### config.mk
export PLATFORM = sky130hd
export DESIGN_NAME = pfs_serializer
export DESIGN_NICKNAME = d
export VERILOG_FILES = /design/src/rtl/pfs_pkg.sv /design/src/rtl/pfs_byte_buf.sv /design/src/rtl/pfs_frame_ctrl.sv /design/src/rtl/pfs_serializer.sv
export SDC_FILE = /design/constraint.sdc
export NUM_CORES = 1
export LEC_CHECK = 0
export BUFFER_PORTS_ARGS = -buffer_cell sky130_fd_sc_hd__clkbuf_2
export CAP_MARGIN = 5
export CORE_MARGIN = 3
export CORE_UTILIZATION = 30
export DETAILED_ROUTE_END_ITERATION = 8
export GPL_TIMING_DRIVEN = 1
export PLACE_DENSITY = 0.46
export SLEW_MARGIN = 10
export SYNTH_ARGS = -nofsm -noshare
export SYNTH_HDL_FRONTEND = slang
export SYNTH_SLANG_ARGS = --single-unit
export TNS_END_PERCENT = 10
### constraint.sdc
create_clock -name clk -period 2.8 [get_ports clk]
set_input_delay 0.28 -clock clk [delete_from_list [all_inputs] [get_ports clk]]
set_output_delay 0.28 -clock clk [all_outputs]
set_load 0.01 [all_outputs]
### src/rtl/pfs_pkg.sv
package pfs_pkg;

  typedef enum logic [2:0] {
    S_IDLE  = 3'd0,
    S_HOLD  = 3'd1,
    S_LO    = 3'd2,
    S_HI    = 3'd3,
    S_LAT_A = 3'd4,
    S_LAT_B = 3'd5
  } pfs_state_t;

endpackage

### src/rtl/pfs_byte_buf.sv
module pfs_byte_buf #(
  parameter int BYTE_BITS = 8
) (
  input  logic                 clk,
  input  logic                 rst,
  input  logic                 load_i,
  input  logic [BYTE_BITS-1:0] din_i,
  input  logic                 shift_i,
  output logic                 msb_o
);

  logic [BYTE_BITS-1:0] word_q;

  always_ff @(posedge clk) begin
    if (rst) begin
      word_q <= '0;
    end else if (load_i) begin
      word_q <= din_i;
    end else if (shift_i) begin
      word_q <= {word_q[BYTE_BITS-2:0], 1'b0};
    end
  end

  assign msb_o = word_q[BYTE_BITS-1];

endmodule

### src/rtl/pfs_frame_ctrl.sv
module pfs_frame_ctrl
  import pfs_pkg::*;
#(
  parameter int FRAME_BITS = 31,
  parameter int BYTE_BITS  = 8
) (
  input  logic clk,
  input  logic rst,
  input  logic valid_i,
  input  logic release_i,
  output logic ready_o,
  output logic load_o,
  output logic shift_o,
  output logic sclk_d_o,
  output logic latch_d_o
);

  localparam int FW        = $clog2(FRAME_BITS);
  localparam int BW        = $clog2(BYTE_BITS);
  localparam int HOLD_FROM = FRAME_BITS - BYTE_BITS;

  pfs_state_t    state_q, state_d;
  logic [FW-1:0] fpos_q;
  logic [BW-1:0] bpos_q;
  logic          pend_q;

  logic go, straddle, accept, use_rel, last_fbit, last_bbit;

  assign go        = pend_q | release_i;
  assign straddle  = fpos_q >= FW'(HOLD_FROM);
  assign accept    = (state_q == S_IDLE) && valid_i;
  assign last_fbit = fpos_q == FW'(FRAME_BITS - 1);
  assign last_bbit = bpos_q == BW'(BYTE_BITS - 1);
  assign use_rel   = go && ((accept && straddle) || (state_q == S_HOLD));

  always_comb begin
    state_d = state_q;
    case (state_q)
      S_IDLE:  if (valid_i) state_d = (straddle && !go) ? S_HOLD : S_LO;
      S_HOLD:  if (go) state_d = S_LO;
      S_LO:    state_d = S_HI;
      S_HI: begin
        if (last_fbit)      state_d = S_LAT_A;
        else if (last_bbit) state_d = S_IDLE;
        else                state_d = S_LO;
      end
      S_LAT_A: state_d = S_LAT_B;
      S_LAT_B: state_d = (bpos_q == '0) ? S_IDLE : S_LO;
      default: state_d = S_IDLE;
    endcase
  end

  always_ff @(posedge clk) begin
    if (rst) begin
      state_q <= S_IDLE;
      fpos_q  <= '0;
      bpos_q  <= '0;
      pend_q  <= 1'b0;
    end else begin
      state_q <= state_d;
      pend_q  <= use_rel ? 1'b0 : (pend_q | release_i);
      if (state_q == S_HI) begin
        fpos_q <= last_fbit ? '0 : fpos_q + FW'(1);
        bpos_q <= last_bbit ? '0 : bpos_q + BW'(1);
      end
    end
  end

  assign ready_o   = (state_q == S_IDLE);
  assign load_o    = accept;
  assign shift_o   = (state_q == S_HI);
  assign sclk_d_o  = (state_q == S_HI);
  assign latch_d_o = (state_q == S_LAT_A) || (state_q == S_LAT_B);

endmodule

### src/rtl/pfs_serializer.sv
module pfs_serializer #(
  parameter int FRAME_BITS = 31,
  parameter int BYTE_BITS  = 8
) (
  input  logic                 clk,
  input  logic                 rst,
  input  logic [BYTE_BITS-1:0] byte_data_i,
  input  logic                 byte_valid_i,
  output logic                 byte_ready_o,
  input  logic                 frame_release_i,
  output logic                 ser_clk_o,
  output logic                 ser_data_o,
  output logic                 frame_latch_o
);

  logic load, shift, sclk_d, latch_d, msb;

  pfs_frame_ctrl #(
    .FRAME_BITS(FRAME_BITS),
    .BYTE_BITS (BYTE_BITS)
  ) u_ctrl (
    .clk      (clk),
    .rst      (rst),
    .valid_i  (byte_valid_i),
    .release_i(frame_release_i),
    .ready_o  (byte_ready_o),
    .load_o   (load),
    .shift_o  (shift),
    .sclk_d_o (sclk_d),
    .latch_d_o(latch_d)
  );

  pfs_byte_buf #(
    .BYTE_BITS(BYTE_BITS)
  ) u_buf (
    .clk    (clk),
    .rst    (rst),
    .load_i (load),
    .din_i  (byte_data_i),
    .shift_i(shift),
    .msb_o  (msb)
  );

  always_ff @(posedge clk) begin
    if (rst) begin
      ser_clk_o     <= 1'b0;
      ser_data_o    <= 1'b0;
      frame_latch_o <= 1'b0;
    end else begin
      ser_clk_o     <= sclk_d;
      ser_data_o    <= msb;
      frame_latch_o <= latch_d;
    end
  end

endmodule

Word level (Yosys, flattened, before mapping)
Index checks and enable logic that the tools add are counted.
{"block": "word_totals", "reg_bits": 23, "out_inout_bits": 4}
{"block": "op_classes", "add_sub_neg": 2, "order_cmp": 1, "n_eq_ne": 9, "muxes": 11, "n_bitwise": 1, "reduce_logical": 12}
{"op": "one-hot mux 3 bit (6 select lines)", "n": 1}
{"op": "2-to-1 mux 8 bit", "n": 2}
{"op": "2-to-1 mux 3 bit", "n": 4}
{"op": "== test 3 bit, second input constant", "n": 3}
{"op": "== test 3 x 2 -> 1 bit, second input constant", "n": 2}
{"op": "zero test 3 bit", "n": 2}
{"op": "2-to-1 mux 2 bit", "n": 3}
{"op": "adder 5 x 1 -> 5 bit, second input constant", "n": 1}
{"op": "== test 5 bit, second input constant", "n": 1}
{"op": ">= comparator 5 bit, second input constant", "n": 1}
{"op": "2-to-1 mux 5 bit", "n": 1}
{"op": "logical AND 1 bit", "n": 4}
{"op": "adder 3 x 1 -> 3 bit, second input constant", "n": 1}
{"op": "== test 3 x 1 -> 1 bit, second input constant", "n": 1}
{"op": "logical OR 1 bit", "n": 2}
{"op": "inequality test 2 x 1 -> 1 bit, second input constant", "n": 1}
{"op": "inequality test 2 bit, second input constant", "n": 1}
{"op": "AND reduction 2 bit", "n": 1}
{"op": "nonzero test 2 bit", "n": 1}
{"op": "OR reduction 2 bit", "n": 1}
{"op": "zero test 1 bit", "n": 1}
{"op": "OR 1 bit", "n": 1}

Longest topological paths before layout
Gate-level depths: netlist of run 1.
{"block": "logic_depth", "depth_word": 6, "depth_mapped": 6, "depth_no_buf": 6}

By module
Synthesis of run 1 repeated with hierarchy kept, for this count alone.
{"block": "unflattened", "hier_cells": 120, "hier_area_um2": 1161.1}
{"mod": "pfs_frame_ctrl", "n_inst": 1, "cells_each": 79, "area_each_um2": 713.2, "seq_area_each_um2": 240.2}
{"mod": "pfs_byte_buf", "n_inst": 1, "cells_each": 35, "area_each_um2": 369.1, "seq_area_each_um2": 160.2}
{"mod": "pfs_serializer", "n_inst": 1, "cells_each": 6, "area_each_um2": 78.8, "seq_area_each_um2": 60.1}

Worst setup path before layout of run 1
No wires, ideal clock.
{"block": "synth_timing", "kind": "flip-flop to flip-flop", "start": "register u_ctrl.fpos_q[0]", "end": "register u_ctrl.pend_q", "setup_time_ns": 0.103, "arrival_ns": 1.319, "required_ns": 2.697, "slack_ns": 1.378, "stages_incl_launch_ff": 6, "path_cell_list": "dfxtp_1 > ha_1 > a21o_1 > a21oi_2 > and4b_1 > a2111oi_2"}
{"block": "synth_between", "elab_chain_len": 5}
{"element": "start, declared", "line": "pfs_frame_ctrl.sv:23", "text": "logic [FW-1:0] fpos_q;"}
{"element": "start signal, assigned", "line": "pfs_frame_ctrl.sv:63", "text": "fpos_q <= last_fbit ? '0 : fpos_q + FW'(1);"}
{"element": ">= comparator 5 bit", "line": "pfs_frame_ctrl.sv:30", "text": "assign straddle = fpos_q >= FW'(HOLD_FROM);"}
{"element": "logical AND 1 bit", "line": "pfs_frame_ctrl.sv:34", "text": "assign use_rel = go && ((accept && straddle) || (state_q == S_HOLD));"}
{"element": "logical OR 1 bit", "line": "pfs_frame_ctrl.sv:34"}
{"element": "logical AND 1 bit", "line": "pfs_frame_ctrl.sv:34"}
{"element": "OR reduction 2 bit (no source line)"}
{"element": "end signal, assigned", "line": "pfs_frame_ctrl.sv:61", "text": "pend_q <= use_rel ? 1'b0 : (pend_q | release_i);"}
{"element": "end, declared", "line": "pfs_frame_ctrl.sv:25", "text": "logic pend_q;"}
Every way passes these cells.
A chain may end at the register's enable or synchronous reset.

Worst setup path in the final report of run 1
{"block": "layout_timing", "start": "register u_ctrl.state_q[1]", "end": "register u_ctrl.fpos_q[1]"}
{"block": "layout_between", "elab_chain_len": 1}
{"element": "start, declared", "line": "pfs_frame_ctrl.sv:22", "text": "pfs_state_t state_q, state_d;"}
{"element": "start signal, assigned", "line": "pfs_frame_ctrl.sv:60", "text": "state_q <= state_d;"}
{"element": "== test 3 x 2 -> 1 bit", "line": "pfs_frame_ctrl.sv:62", "text": "if (state_q == S_HI) begin"}
Every way passes these cells.

==> results of run 1 <==
-- per-layer routing --
metal	up-vias	global-route usage, %	part of all wire, %
met5	-	0	0
met4	0	1.95	0.41
met3	2	3.50	3.7
met2	15	15.5	48
met1	420	11.4	47
li1	466	-	-
-- how the worst min path moves through the flow --
stage                      end  slack (ns)
2_1_floorplan  u_buf.word_q[0]        0.43
6_report       u_buf.word_q[0]        0.29
4_1_cts        u_buf.word_q[0]        0.29
3_3_place_gp        ser_data_o        0.45
5_1_grt        u_buf.word_q[0]        0.28
3_5_place_dp        ser_data_o        0.46
-- cell type report --
cell class	count	area, um^2	share of cell area (%)
flip-flops and latches	23	460	35.8
clock buffers	4	45.0	3.50
multi-input cells	94	636	49.4
inverters	3	11.3	0.875
well taps	48	60.1	4.66
repair buffers	15	75.1	5.83
-- power by group --
part / total [mW] / switching [mW] / internal [mW]
Clock: 0.203 / 0.102 / 0.101
Sequential: 0.375 / 0.0247 / 0.351
Combinational: 0.108 / 0.0630 / 0.0453
Total: 0.687 / 0.190 / 0.497
-- cell usage after synthesis, types with 2 or more instances --
cell type                  instances  area share [%]
sky130_fd_sc_hd__dfxtp_1          23              39
sky130_fd_sc_hd__nand2_1          18             5.7
sky130_fd_sc_hd__nor2_1           18             5.7
sky130_fd_sc_hd__a21oi_1           9             3.8
sky130_fd_sc_hd__a311oi_2          7             8.8
sky130_fd_sc_hd__nand2_2           6             3.1
sky130_fd_sc_hd__ha_1              5             5.2
sky130_fd_sc_hd__buf_6             4             3.8
sky130_fd_sc_hd__inv_1             3            0.94
sky130_fd_sc_hd__nand3_1           3             1.3
sky130_fd_sc_hd__o21ai_0           3             1.3
sky130_fd_sc_hd__xor2_1            3             2.2
sky130_fd_sc_hd__buf_2             2            0.84
sky130_fd_sc_hd__nand3b_1          2             1.3
sky130_fd_sc_hd__nand4_1           2             1.0
sky130_fd_sc_hd__nor2b_1           2             1.0
-- sequential cells by signal, summed over array words and instances, names as in the netlist --
| signal | flops |
|---|---|
| u_buf.word_q | 8 |
| u_ctrl.fpos_q | 5 |
| u_ctrl.bpos_q | 3 |
| u_ctrl.state_q | 3 |
| frame_latch_o | 1 |
| ser_clk_o | 1 |
| ser_data_o | 1 |
| u_ctrl.pend_q | 1 |
-- cells by family after synthesis --
| group | Yosys count | share of synthesized area, % |
|---|---|---|
| simple gates | 60 | 26.5 |
| fa+ha+maj | 5 | 5.24 |
| flops | 23 | 38.6 |
| compound gates | 26 | 19.3 |
| xor+xnor | 3 | 2.20 |
| buf+inv | 12 | 8.18 |
-- critical path: stages, from the launching register on --
cell and delay, ns:
sky130_fd_sc_hd__dfxtp_1 0.59, sky130_fd_sc_hd__and3b_1 0.68, sky130_fd_sc_hd__nand2_1 0.16, sky130_fd_sc_hd__nand2b_1 0.22, sky130_fd_sc_hd__a211oi_2 0.07
==> run metrics, run 1 <==
leakage component of the power=0.513 nW; floorplan core area=3740 um^2; achievable frequency=539 MHz; Setup crit start=u_ctrl.state_q[1]; launching element type of the critical path=register; Max-cap violations=0; largest net degree at the start of global routing=20; pwr dens=533 nW/um^2; kind of end point of the critical path=register; clock network latency to the later pin of the worst-skew pair=0.26 ns; number of enable flip-flop cells after synthesis=0; most common cell after layout, fill and taps aside=sky130_fd_sc_hd__dfxtp_1; Yosys reg bits=23; total number of H-tree levels=1; Final Max Tran Viols=0; Cell Rows=22; largest buffer count on any clock path=2; number of I/O pins=16; most used flip-flop cell after synthesis=sky130_fd_sc_hd__dfxtp_1; die footprint=4770 um^2; Power Total=0.687 mW; post-synth net total=146; reg-to-reg critical path startpoint=u_ctrl.state_q[1]; fraction of the cycle the final worst path needs=66.2%; aggregate global routing overflow=0; Final setup viols=0; Crit Path Class=reg2reg; VDD IR-drop max=226 uV; Synth Warn #=0; antenna viol nets, final=0; clock slew at reported path FFs=0.08 ns; sequential area share after synthesis=38.6%; worst rel slew slack=53.9%; minimum setup slack after placement=0.943 ns; Worst Hold Slack=0.290 ns; CTS Root Cell=sky130_fd_sc_hd__clkbuf_8; synth unique cells=35; required time worst endpoint=2.92 ns; outcome=completed; number of buffers inserted during clock tree synthesis=3; signal arrival time at the worst endpoint=1.98 ns; GRT Resource Usage Total=9.30%; final number of hold-violating endpoints=0; Die Ht=69.1 um; global-route wire length before repair=3650 um; WL/cell=11.7 um; PortBufs=15; non-filler instance count after layout=187; highest-count cells in the layout ignoring fill and taps=23 x sky130_fd_sc_hd__dfxtp_1, 18 x sky130_fd_sc_hd__nand2_1, 18 x sky130_fd_sc_hd__nor2_1; R2R depth=4; clock sink count=23; worst hold start=byte_data_i[0]; number of antenna cells inserted=0; largest driver fanout on the critical path=16; final core utilization=34.4%; DR iter-0 viols=66; via count of the first global-routing pass=818; post-CTS sizing=0; setup slack on the worst flop-to-flop path=0.95 ns; mean instance size in the synthesized netlist=9.25 um^2; Vias per Instance=4.83; layout cells sized above 1=25.9%; number of filler instances in the final layout=410; layout net count=157; total placed instance area=1240 um^2; worst path setup slack after routing=0.946 ns; summed instance area of the synthesized netlist=1190 um^2; Initial Utilization=31.9%; skew final=0.00362 ns; Tightest Hold Check Type=in2reg; hold buffer count at CTS=0; hold path cells=3; Placed Cells=183; area growth from synthesis to layout=7.86%; setup repair after global routing missed its margin=no; total half-perimeter wirelength after legalization and detailed placement=1570 um; Critical R2R Capture=u_ctrl.fpos_q[1]; via count=903; CTS tree=done; Routability Congestion=0.726; measured slew at the worst slew-check pin=0.691 ns; Post-route DRC=0; post-synthesis instance total=129; cell area after layout=1290 um^2; proportion of register bits with asynchronous set or reset after synthesis=0%; endpoint of the worst setup timing path=u_ctrl.fpos_q[1]; DIE WIDTH=69.1 um; number of detailed-routing iterations run before antenna repair=4; final sum of negative setup slack=0 ns; initial antenna violation count=0; post-route minimum period=1.85 ns; Routed WL=2190 um; Post-CTS Setup Bufs=0
(Power assumes the default switching activity.)
==> run 2, diff against run 1 <==
- clock period: 2.8 -> 1.8 ns (I/O delays scaled with it)
==> run metrics, run 2 (synthesis gave the netlist of run 1 again) <==
clock sink count=23; via count=910; number of detailed-routing iterations run before antenna repair=4; register bank with the most flops=u_buf.word_q; Met2 Wirelength=1050 um; number of I/O pins=16; Final setup viols=0; required time worst endpoint=1.96 ns; Endpoint, Worst Hold=u_buf.word_q[0]; Max-cap violations=0; pwr dens=817 nW/um^2; Vias per Instance=4.72; final core utilization=35.6%; hold path cells=3; launching element type of the critical path=register; skew final=0.00358 ns; CTS tree=done; final number of hold-violating endpoints=0; final sum of negative setup slack=0 ns; aggregate global routing overflow=0; worst hold start=byte_data_i[0]; clock slew at reported path FFs=0.08 ns; Post-route DRC=0; area growth from synthesis to layout=11.7%; achievable frequency=667 MHz; GRT Resource Usage Total=10.3%; Initial Utilization=31.9%; leakage component of the power=0.546 nW; layout cells sized above 1=29.7%; via count of the first global-routing pass=882; CTS Root Cell=sky130_fd_sc_hd__clkbuf_8; signal arrival time at the worst endpoint=1.66 ns; outcome=completed; DIE WIDTH=69.1 um; setup repair after global routing missed its margin=no; post-CTS sizing=0; R2R depth=5; wire length on met3=73 um; Post-CTS Setup Bufs=0; highest-count cells in the layout ignoring fill and taps=23 x sky130_fd_sc_hd__dfxtp_1, 18 x sky130_fd_sc_hd__nand2_1, 18 x sky130_fd_sc_hd__nor2_1; power share of the sequential group=51.9%; clock network latency to the later pin of the worst-skew pair=0.26 ns; Tightest Hold Check Type=in2reg; DR iter-0 viols=51; Regs by FF count=u_buf.word_q (8), u_ctrl.fpos_q (5); layout net count=163; setup slack on the worst flop-to-flop path=0.30 ns; total half-perimeter wirelength after legalization and detailed placement=1670 um; Die Ht=69.1 um; floorplan core area=3740 um^2; number of buffers inserted during clock tree synthesis=3; reg-to-reg critical path startpoint=u_ctrl.fpos_q[0]; Crit Path Class=reg2reg; measured slew at the worst slew-check pin=0.345 ns; number of antenna cells inserted=0; fraction of the cycle the final worst path needs=83.3%; largest net degree at the start of global routing=16; top routing layer in use=met4; post-route minimum period=1.50 ns; largest buffer count on any clock path=2; die footprint=4770 um^2; Routability Congestion=0.807; combinational cell fraction of total power=19.1%; kind of end point of the critical path=register; hold buffer count at CTS=0; initial antenna violation count=0; largest driver fanout on the critical path=5; switching power=0.304 mW; WL/cell=11.8 um; Setup crit start=u_ctrl.fpos_q[0]; Critical R2R Capture=u_ctrl.pend_q; Cell Rows=22; flip-flop count of the largest register, all copies and words added=8; internal power component=0.786 mW; PortBufs=15; length of routed wiring on met1=1140 um; Final Max Tran Viols=0; most common cell after layout, fill and taps aside=sky130_fd_sc_hd__dfxtp_1; worst rel slew slack=77.0%; Routed WL=2280 um; Clk network pwr share=29.0%; total number of H-tree levels=1; antenna viol nets, final=0; VDD IR-drop max=524 uV; sw frac=27.9%; global-route wire length before repair=3990 um
## run 2: worst max-delay path by stage
| stage | endpoint | slack (ns) | cells past startpoint |
|---|---|---|---|
| final | u_ctrl.pend_q | 0.30 | 5 |
| after global routing | u_ctrl.pend_q | 0.18 | 5 |
| after CTS | u_ctrl.pend_q | 0.29 | 5 |
| after detailed placement | u_ctrl.pend_q | 0.31 | 5 |
| after global placement | u_ctrl.pend_q | 0.34 | 5 |
| after floorplan | u_ctrl.pend_q | 0.38 | 5 |
## run 2: power groups by stage
stage               Clock [mW]  Sequential (mW)  Combinational, mW
finish                   0.317            0.565              0.208
global route             0.363            0.569              0.237
CTS                      0.335            0.565              0.211
detailed placement           0            0.577              0.211
global placement             0            0.576              0.207
floorplan                    0            0.575              0.167
## run 2: stage by stage
stage / power (mW) / hold slack [ns] / cell area, um^2 / setup slack [ns] / std cells
finish: 1.09 / 0.196 / 1330 / 0.300 / 193
global route: 1.17 / 0.215 / 1330 / 0.183 / 193
CTS: 1.11 / 0.193 / 1330 / 0.291 / 193
detailed placement: 0.788 / 0.463 / 1290 / 0.309 / 189
global placement: 0.783 / 0.452 / 1290 / 0.337 / 189
floorplan: 0.742 / 0.328 / 1190 / 0.378 / 129
## run 2: critical path, stage by stage (launching register included)
cell                        delay [ns]
sky130_fd_sc_hd__dfxtp_1          0.35
sky130_fd_sc_hd__ha_1             0.24
sky130_fd_sc_hd__a21o_1           0.17
sky130_fd_sc_hd__a21oi_2          0.14
sky130_fd_sc_hd__and4b_1          0.21
sky130_fd_sc_hd__a2111oi_2        0.31
## run 2: layer usage
| layer | vias to the layer above | GRT usage, % |
|---|---|---|
| li1 | 477 | - |
| met1 | 422 | 12.8 |
| met2 | 9 | 17.3 |
| met3 | 2 | 3.35 |
| met4 | 0 | 2.60 |
| met5 | - | 0 |
## run 2: final cells by class
| class | instances | area (um^2) |
|---|---|---|
| Sequential cell | 23 | 460 |
| Clock buffer | 3 | 41.3 |
| Timing Repair Buffer | 21 | 120 |
| Clock inverter | 1 | 5.00 |
| Multi-Input combinational cell | 94 | 636 |
| Inverter | 3 | 11.3 |
| Fill cell | 405 | 2410 |
| Tap cell | 48 | 60.1 |
